File: src/rtl/ddr_pwrup_pkg.sv
package ddr_pwrup_pkg;

   // command pins {cs_n, ras_n, cas_n, we_n}
   typedef enum logic [3:0] {
      CMD_DESEL = 4'b1111,
      CMD_NOP   = 4'b0111,
      CMD_PALL  = 4'b0010,
      CMD_REF   = 4'b0001,
      CMD_MODE  = 4'b0000
   } ddr_cmd_e;

   typedef enum logic [3:0] {
      ST_PWR,
      ST_CKE,
      ST_PALL1,
      ST_EMRS,
      ST_MRS_DLL,
      ST_PALL2,
      ST_REF,
      ST_MRS_FIN,
      ST_LOCK,
      ST_DONE
   } ddr_step_e;

   localparam int DLL_RST_BIT = 8;
   localparam int PALL_BIT    = 10;

   function automatic int imax(input int a, input int b);
      return (a > b) ? a : b;
   endfunction

endpackage

File: src/rtl/ddr_pwrup_steptmr.sv
module ddr_pwrup_steptmr #(
   parameter int CNT_W = 8
) (
   input  logic             clk,
   input  logic             rst_n,
   input  logic             clr,
   output logic [CNT_W-1:0] cnt
);

   always_ff @(posedge clk or negedge rst_n) begin
      if (!rst_n)   cnt <= '0;
      else if (clr) cnt <= '0;
      else          cnt <= cnt + 1'b1;
   end

endmodule

File: src/rtl/ddr_pwrup_locktmr.sv
module ddr_pwrup_locktmr #(
   parameter int DLL_LOCK_CYC = 200
) (
   input  logic clk,
   input  logic rst_n,
   input  logic arm,
   output logic lock_ok
);

   localparam int LW = (DLL_LOCK_CYC > 2) ? $clog2(DLL_LOCK_CYC) : 1;
   localparam logic [LW-1:0] LK_LAST = LW'(DLL_LOCK_CYC - 1);

   logic [LW-1:0] lk;
   logic          armed;

   always_ff @(posedge clk or negedge rst_n) begin
      if (!rst_n) begin
         lk    <= '0;
         armed <= 1'b0;
      end else if (arm) begin
         lk    <= LW'(1);
         armed <= 1'b1;
      end else if (armed && (lk != LK_LAST)) begin
         lk <= lk + 1'b1;
      end
   end

   // true in the cycle before lock time has fully elapsed, so the
   // sequencer's registered step reaches DONE exactly on time
   assign lock_ok = armed && (lk == LK_LAST);

endmodule

File: src/rtl/ddr_pwrup_fsm.sv
module ddr_pwrup_fsm
   import ddr_pwrup_pkg::*;
#(
   parameter int STABLE_CYC = 50000,
   parameter int TRP_CYC    = 4,
   parameter int TRFC_CYC   = 18,
   parameter int MRD_CYC    = 2,
   parameter int REF_COUNT  = 2,
   parameter int CNT_W      = 16
) (
   input  logic      clk,
   input  logic      rst_n,
   input  logic      lock_ok,
   output ddr_step_e step,
   output logic      issue,
   output logic      dll_arm
);

   localparam int RW = $clog2(REF_COUNT + 1);
   localparam logic [RW-1:0] REF_LAST = RW'(REF_COUNT - 1);

   ddr_step_e      nxt;
   logic [CNT_W-1:0] cnt;
   logic [CNT_W-1:0] gap;
   logic [RW-1:0]  ref_idx, ref_nxt;
   logic           last;

   ddr_pwrup_steptmr #(.CNT_W(CNT_W)) u_tmr (
      .clk   (clk),
      .rst_n (rst_n),
      .clr   (last),
      .cnt   (cnt)
   );

   always_comb begin
      case (step)
         ST_PWR:                        gap = CNT_W'(STABLE_CYC);
         ST_PALL1, ST_PALL2:            gap = CNT_W'(TRP_CYC);
         ST_EMRS, ST_MRS_DLL, ST_MRS_FIN: gap = CNT_W'(MRD_CYC);
         ST_REF:                        gap = CNT_W'(TRFC_CYC);
         default:                       gap = CNT_W'(1);
      endcase
   end

   assign last = (cnt == gap - 1'b1);

   always_comb begin
      nxt     = step;
      ref_nxt = ref_idx;
      if (last) begin
         case (step)
            ST_PWR:     nxt = ST_CKE;
            ST_CKE:     nxt = ST_PALL1;
            ST_PALL1:   nxt = ST_EMRS;
            ST_EMRS:    nxt = ST_MRS_DLL;
            ST_MRS_DLL: nxt = ST_PALL2;
            ST_PALL2: begin
               nxt     = ST_REF;
               ref_nxt = '0;
            end
            ST_REF: begin
               if (ref_idx == REF_LAST) nxt = ST_MRS_FIN;
               else                     ref_nxt = ref_idx + 1'b1;
            end
            ST_MRS_FIN: nxt = lock_ok ? ST_DONE : ST_LOCK;
            ST_LOCK:    if (lock_ok) nxt = ST_DONE;
            default:    nxt = ST_DONE;
         endcase
      end
   end

   always_ff @(posedge clk or negedge rst_n) begin
      if (!rst_n) begin
         step    <= ST_PWR;
         ref_idx <= '0;
      end else begin
         step    <= nxt;
         ref_idx <= ref_nxt;
      end
   end

   always_comb begin
      case (step)
         ST_PALL1, ST_EMRS, ST_MRS_DLL, ST_PALL2, ST_REF, ST_MRS_FIN:
            issue = (cnt == '0);
         default:
            issue = 1'b0;
      endcase
   end

   assign dll_arm = issue && (step == ST_MRS_DLL);

endmodule

File: src/rtl/ddr_pwrup_cmdenc.sv
module ddr_pwrup_cmdenc
   import ddr_pwrup_pkg::*;
#(
   parameter int ADDR_W  = 13,
   parameter int BA_W    = 2,
   parameter bit REG_OUT = 1'b0
) (
   input  logic              clk,
   input  logic              rst_n,
   input  ddr_step_e         step,
   input  logic              issue,
   input  logic [ADDR_W-1:0] mode_cfg,
   output logic              cke,
   output logic [3:0]        cmd,
   output logic [BA_W-1:0]   ba,
   output logic [ADDR_W-1:0] addr,
   output logic              done
);

   logic              cke_c, done_c;
   logic [3:0]        cmd_c;
   logic [BA_W-1:0]   ba_c;
   logic [ADDR_W-1:0] addr_c;

   always_comb begin
      cke_c  = (step != ST_PWR);
      done_c = (step == ST_DONE);
      cmd_c  = (step == ST_PWR) ? CMD_DESEL : CMD_NOP;
      ba_c   = '0;
      addr_c = '0;
      if (issue) begin
         case (step)
            ST_PALL1, ST_PALL2: begin
               cmd_c            = CMD_PALL;
               addr_c[PALL_BIT] = 1'b1;
            end
            ST_EMRS: begin
               cmd_c = CMD_MODE;
               ba_c  = BA_W'(1);
            end
            ST_MRS_DLL: begin
               cmd_c               = CMD_MODE;
               addr_c              = mode_cfg;
               addr_c[DLL_RST_BIT] = 1'b1;
            end
            ST_MRS_FIN: begin
               cmd_c               = CMD_MODE;
               addr_c              = mode_cfg;
               addr_c[DLL_RST_BIT] = 1'b0;
            end
            ST_REF:  cmd_c = CMD_REF;
            default: cmd_c = CMD_NOP;
         endcase
      end
   end

   generate
      if (REG_OUT) begin : g_flop
         always_ff @(posedge clk or negedge rst_n) begin
            if (!rst_n) begin
               cke  <= 1'b0;
               cmd  <= CMD_DESEL;
               ba   <= '0;
               addr <= '0;
               done <= 1'b0;
            end else begin
               cke  <= cke_c;
               cmd  <= cmd_c;
               ba   <= ba_c;
               addr <= addr_c;
               done <= done_c;
            end
         end
      end else begin : g_comb
         assign cke  = cke_c;
         assign cmd  = cmd_c;
         assign ba   = ba_c;
         assign addr = addr_c;
         assign done = done_c;
      end
   endgenerate

endmodule

File: src/rtl/ddr_pwrup_seq.sv
module ddr_pwrup_seq
   import ddr_pwrup_pkg::*;
#(
   parameter int CLK_MHZ      = 250,
   parameter int STABLE_US    = 200,
   parameter int TRP_CYC      = 4,
   parameter int TRFC_CYC     = 18,
   parameter int MRD_CYC      = 2,
   parameter int DLL_LOCK_CYC = 200,
   parameter int REF_COUNT    = 2,
   parameter int ADDR_W       = 13,
   parameter int BA_W         = 2,
   parameter bit REG_OUT      = 1'b0
) (
   input  logic              clk,
   input  logic              rst_n,
   input  logic [ADDR_W-1:0] mode_cfg,
   output logic              cke,
   output logic              cs_n,
   output logic              ras_n,
   output logic              cas_n,
   output logic              we_n,
   output logic [BA_W-1:0]   ba,
   output logic [ADDR_W-1:0] addr,
   output logic              init_done
);

   localparam int STABLE_CYC = CLK_MHZ * STABLE_US;
   localparam int MAX_GAP    = imax(imax(STABLE_CYC, TRP_CYC), imax(TRFC_CYC, MRD_CYC));
   localparam int CNT_W      = $clog2(MAX_GAP + 1);

   generate
      if (STABLE_CYC < 1)    begin : g_bad_stable $error("settle time must be at least one cycle"); end
      if (TRP_CYC < 2)       begin : g_bad_trp    $error("TRP_CYC must be at least 2"); end
      if (TRFC_CYC < 2)      begin : g_bad_trfc   $error("TRFC_CYC must be at least 2"); end
      if (MRD_CYC < 2)       begin : g_bad_mrd    $error("MRD_CYC must be at least 2"); end
      if (DLL_LOCK_CYC < 2)  begin : g_bad_lock   $error("DLL_LOCK_CYC must be at least 2"); end
      if (REF_COUNT < 2)     begin : g_bad_ref    $error("REF_COUNT must be at least 2"); end
      if (ADDR_W < 11)       begin : g_bad_addr   $error("ADDR_W must cover bit 10"); end
      if (BA_W < 1)          begin : g_bad_ba     $error("BA_W must be at least 1"); end
   endgenerate

   ddr_step_e  step;
   logic       issue, dll_arm, lock_ok;
   logic [3:0] cmd;

   ddr_pwrup_fsm #(
      .STABLE_CYC (STABLE_CYC),
      .TRP_CYC    (TRP_CYC),
      .TRFC_CYC   (TRFC_CYC),
      .MRD_CYC    (MRD_CYC),
      .REF_COUNT  (REF_COUNT),
      .CNT_W      (CNT_W)
   ) u_fsm (
      .clk     (clk),
      .rst_n   (rst_n),
      .lock_ok (lock_ok),
      .step    (step),
      .issue   (issue),
      .dll_arm (dll_arm)
   );

   ddr_pwrup_locktmr #(.DLL_LOCK_CYC(DLL_LOCK_CYC)) u_lock (
      .clk     (clk),
      .rst_n   (rst_n),
      .arm     (dll_arm),
      .lock_ok (lock_ok)
   );

   ddr_pwrup_cmdenc #(
      .ADDR_W  (ADDR_W),
      .BA_W    (BA_W),
      .REG_OUT (REG_OUT)
   ) u_enc (
      .clk      (clk),
      .rst_n    (rst_n),
      .step     (step),
      .issue    (issue),
      .mode_cfg (mode_cfg),
      .cke      (cke),
      .cmd      (cmd),
      .ba       (ba),
      .addr     (addr),
      .done     (init_done)
   );

   assign {cs_n, ras_n, cas_n, we_n} = cmd;

endmodule

File: config.mk
export PLATFORM = sky130hd
export DESIGN_NAME = ddr_pwrup_seq
export DESIGN_NICKNAME = d
export VERILOG_FILES = /design/src/rtl/ddr_pwrup_pkg.sv /design/src/rtl/ddr_pwrup_steptmr.sv /design/src/rtl/ddr_pwrup_locktmr.sv /design/src/rtl/ddr_pwrup_fsm.sv /design/src/rtl/ddr_pwrup_cmdenc.sv /design/src/rtl/ddr_pwrup_seq.sv
export SDC_FILE = /design/constraint.sdc
export NUM_CORES = 1
export LEC_CHECK = 0
export BUFFER_PORTS_ARGS = -buffer_cell sky130_fd_sc_hd__buf_2
export CAP_MARGIN = 40
export CORE_MARGIN = 8
export CORE_UTILIZATION = 40
export DETAILED_ROUTE_END_ITERATION = 6
export PLACE_DENSITY = 0.62
export SLEW_MARGIN = 20
export SYNTH_ARGS = -nofsm -noshare
export SYNTH_HDL_FRONTEND = slang
export SYNTH_HIERARCHICAL = 1
export SYNTH_SLANG_ARGS = --single-unit
export TNS_END_PERCENT = 5
File: constraint.sdc
create_clock -name clk -period 3.8 [get_ports clk]
set_input_delay 0 -clock clk [delete_from_list [all_inputs] [get_ports clk]]
set_output_delay 0 -clock clk [all_outputs]
set_load 0.02 [all_outputs]
==> flow_summary_export.csv <==
group,metric,value,unit
global_routing,antenna_found_initial,0,
clocking,htree_levels,2,
global_routing,grt_use_total,12.3,%
synth,yosys_most_used_dff,"dfrtp_1",
status,status,"complete, no violations",
place,gp_congestion,0.738,
synth,synth_top_family_by_area,"simple AND/OR/NAND/NOR gates",
global_routing,grt.overflow.total,0,
flow_run,cap_violations,0,
critical_path,required,3.80,ns
clocking,cts-root-buf,"clkbuf_8",
critical_path,rr_startpoint,"u_fsm/step[0]",
final_layout,drive_gt1_share,21.9,%
clocking,clock-sinks,31,
critical_path,worst-endpoint-arrival,3.19,ns
route,drt-total-wl,4.77,mm
timing,skew,0.0173,ns
synth,synth-simple-area-share,34.0,%
synth,synthArstFlopShare,100,%
route,first_pass_iters,4,
global_routing,first_global_vias,1782,
place,portBuffers,33,
clocking,clk_latency,0.29,ns
synth,synth.area.top_cells,"dfrtp_1 36%, xnor2_1 4.0%, nor2_1 3.4%",
timing,setup-violations-final,0,
critical_path,crit_fanout,11,
place,place_area,2360,µm²
synth,synth_xor_xnor_area_share,6.44,%
hold_path,worstHoldPathType,"input port to asynchronous set/reset pin",
clocking,clk_pin_slew,0.08,ns
global_routing,grt_first_pass_wirelength,8.59,mm
timing,relSlewSlack,52.0,%
synth,ys_seq_elements,31,
synth,synth_top_area_share,35.6,%
pwr,power.total,0.683,mW
synth,syn_area,2180,µm²
final_layout,area_growth,14.5,%
final_layout,final_nets,292,
synth,synth-edff-count,0,
synth,synthAdderAreaFrac,2.30,%
timing,finalSetupTns,0,ns
synth,yosysMostFrequentCell,"dfrtp_1",
route,wl_per_cell,13.8,µm
route,first_iter_violations,142,
synth,synthMuxAreaShare,1.84,%
floorplan,floorplan.rows,27,
place,dp_slack,0.892,ns
timing,hold_viol,0,
timing,fmax,314,MHz
floorplan,core-area,5370,µm²
route,vias,1839,
timing,period_minus_slack,3.19,ns
synth,avgSynthCellArea,8.92,µm²
synth,ys_warn_count,6,
synth,synth_area_leader_cell,"dfrtp_1",
timing,worst_slack,0.614,ns
clocking,cts_buffers,5,
timing,tightestPinTransition,0.721,ns
floorplan,die_y,89.8,µm
pwr,power.density,274,nW/µm²
floorplan,initial_core_util,40.5,%
floorplan,io_pins,36,
global_routing,grt_max_degree,32,
critical_path,r2r_cells,10,
critical_path,cp-start-kind,"flip-flop",
critical_path,worstSetupEndpointType,"output port",
synth,synth_nets,263,
timing,finalCritPeriodShare,83.9,%
synth,ys_types,59,
clocking,cts-resized-gates,0,
synth,synth_compound_gate_area_share,14.7,%
pwr,p_leak,1.07,nW
floorplan,die_x,89.8,µm
critical_path,r2r_setup_slack,0.86,ns
pwr,ir_drop,184,µV
clocking,cts_tree,"yes",
clocking,clock_path_buffers,2,
critical_path,reg2reg_to,"u_fsm/step[3]",
route,via_per_inst,5.32,
timing,rsz0062_at_grt,"no",
floorplan,dieArea,8060,µm²
critical_path,path_class,"flip-flop to output port",
final_layout,antennaDiodeCount,0,
synth,postSynthCellCount,244,
timing,drv_slew,0,
route,drc,0,
synth,synthTopCellsByCount,"31 x dfrtp_1, 20 x nor2_1, 14 x nor3_1",
place,hpwl,3.25,mm
final_layout,design_area,2490,µm²
clocking,cts_setup_buffers,0,
synth,ys_seq_area_share,35.6,%
route,ant_nets,0,
## final cells by class
class	instances	area, µm²
fillers	509	2880
multi-input cells	191	1290
flip-flops and latches	31	776
repair buffers	35	183
well taps	72	90.1
clock buffers	6	82.6
clock inverters	2	35.0
inverters	9	33.8
## worst max-delay path: stages, from the launching register on
cell,delay [ns]
dfrtp_1,0.48
or4_4,0.59
or4_1,0.49
nor4_2,0.43
nand3b_1,0.16
nor2_1,0.40
and2_1,0.19
buf_2,0.16
## placed cells by master, fill, tap and decap left out, drive strengths merged, types with 2 or more instances in the layout
cell type  instances
buf               34
dfrtp             31
nor2              21
nor3              14
nand2             13
and2              12
o21ai             12
a21oi             10
xnor2             10
nand3             10
inv                9
nor2b              7
clkbuf             6
xor2               6
nand4              6
or4                6
or3                5
nand2b             5
nor4               5
mux2i              4
ha                 4
nand3b             3
nor3b              3
a22o               3
o211ai             3
a31oi              3
nor4b              3
a21o               2
or2                2
o21a               2
a21boi             2
o2111a             2
## registers in the layout, indices dropped and copies added (netlist names)
signal           flops
u_fsm/u_tmr/cnt     16
u_fsm/step           4
u_lock/armed         1
u_fsm/ref_idx        2
u_lock/lk            8
## cell families after synthesis
logic type / Yosys count
fa+ha+maj: 4
xor+xnor: 16
buf+inv: 22
flops: 31
mux: 4
simple gates: 119
other cells: 1
compound gates: 47
## repair_timing
action	CTS	global route
endpoints found under the hold margin	31	0
endpoints found under the setup margin	0	0
hold buffers	1	0
## power breakdown
group          total [mW]  internal [mW]  switching [mW]
Sequential          0.330          0.330               0
Clock               0.339          0.212           0.127
Combinational      0.0139        0.00530         0.00864
## metrics by stage
| stage | utilization, % | hold slack (ns) | cells |
|---|---|---|---|
| final | 46.4 | 0.295 | 346 |
| after global routing | 46.4 | 0.329 | 346 |
| after CTS | 46.4 | 0.323 | 346 |
| after detailed placement | 44.0 | 0.0997 | 337 |
| after global placement | 44.0 | 0.0840 | 337 |
| after floorplan | - | -0.296 | 244 |
## routing by layer
metal  global-route usage, %  share of wire [%]
met5                       0                  0
met1                    15.8                 49
met4                    4.09               0.61
met2                    18.3                 43
met3                    4.57                8.1
## how the worst max path moves through the flow
| stage | startpoint | to | slack, ns | depth (start not counted) |
|---|---|---|---|---|
| 2_1_floorplan | u_fsm/step[2] | u_fsm/u_tmr/cnt[10] | 1.16 | 11 |
| 3_3_place_gp | u_fsm/step[0] | u_fsm/step[3] | 0.90 | 10 |
| 3_5_place_dp | u_fsm/u_tmr/cnt[3] | addr[1] | 0.89 | 7 |
| 4_1_cts | u_fsm/u_tmr/cnt[3] | addr[1] | 0.58 | 7 |
| 5_1_grt | u_fsm/u_tmr/cnt[3] | addr[5] | 0.34 | 7 |
| 6_report | u_fsm/u_tmr/cnt[3] | addr[1] | 0.61 | 7 |
Note: power is estimated with default switching activity, not from simulation.
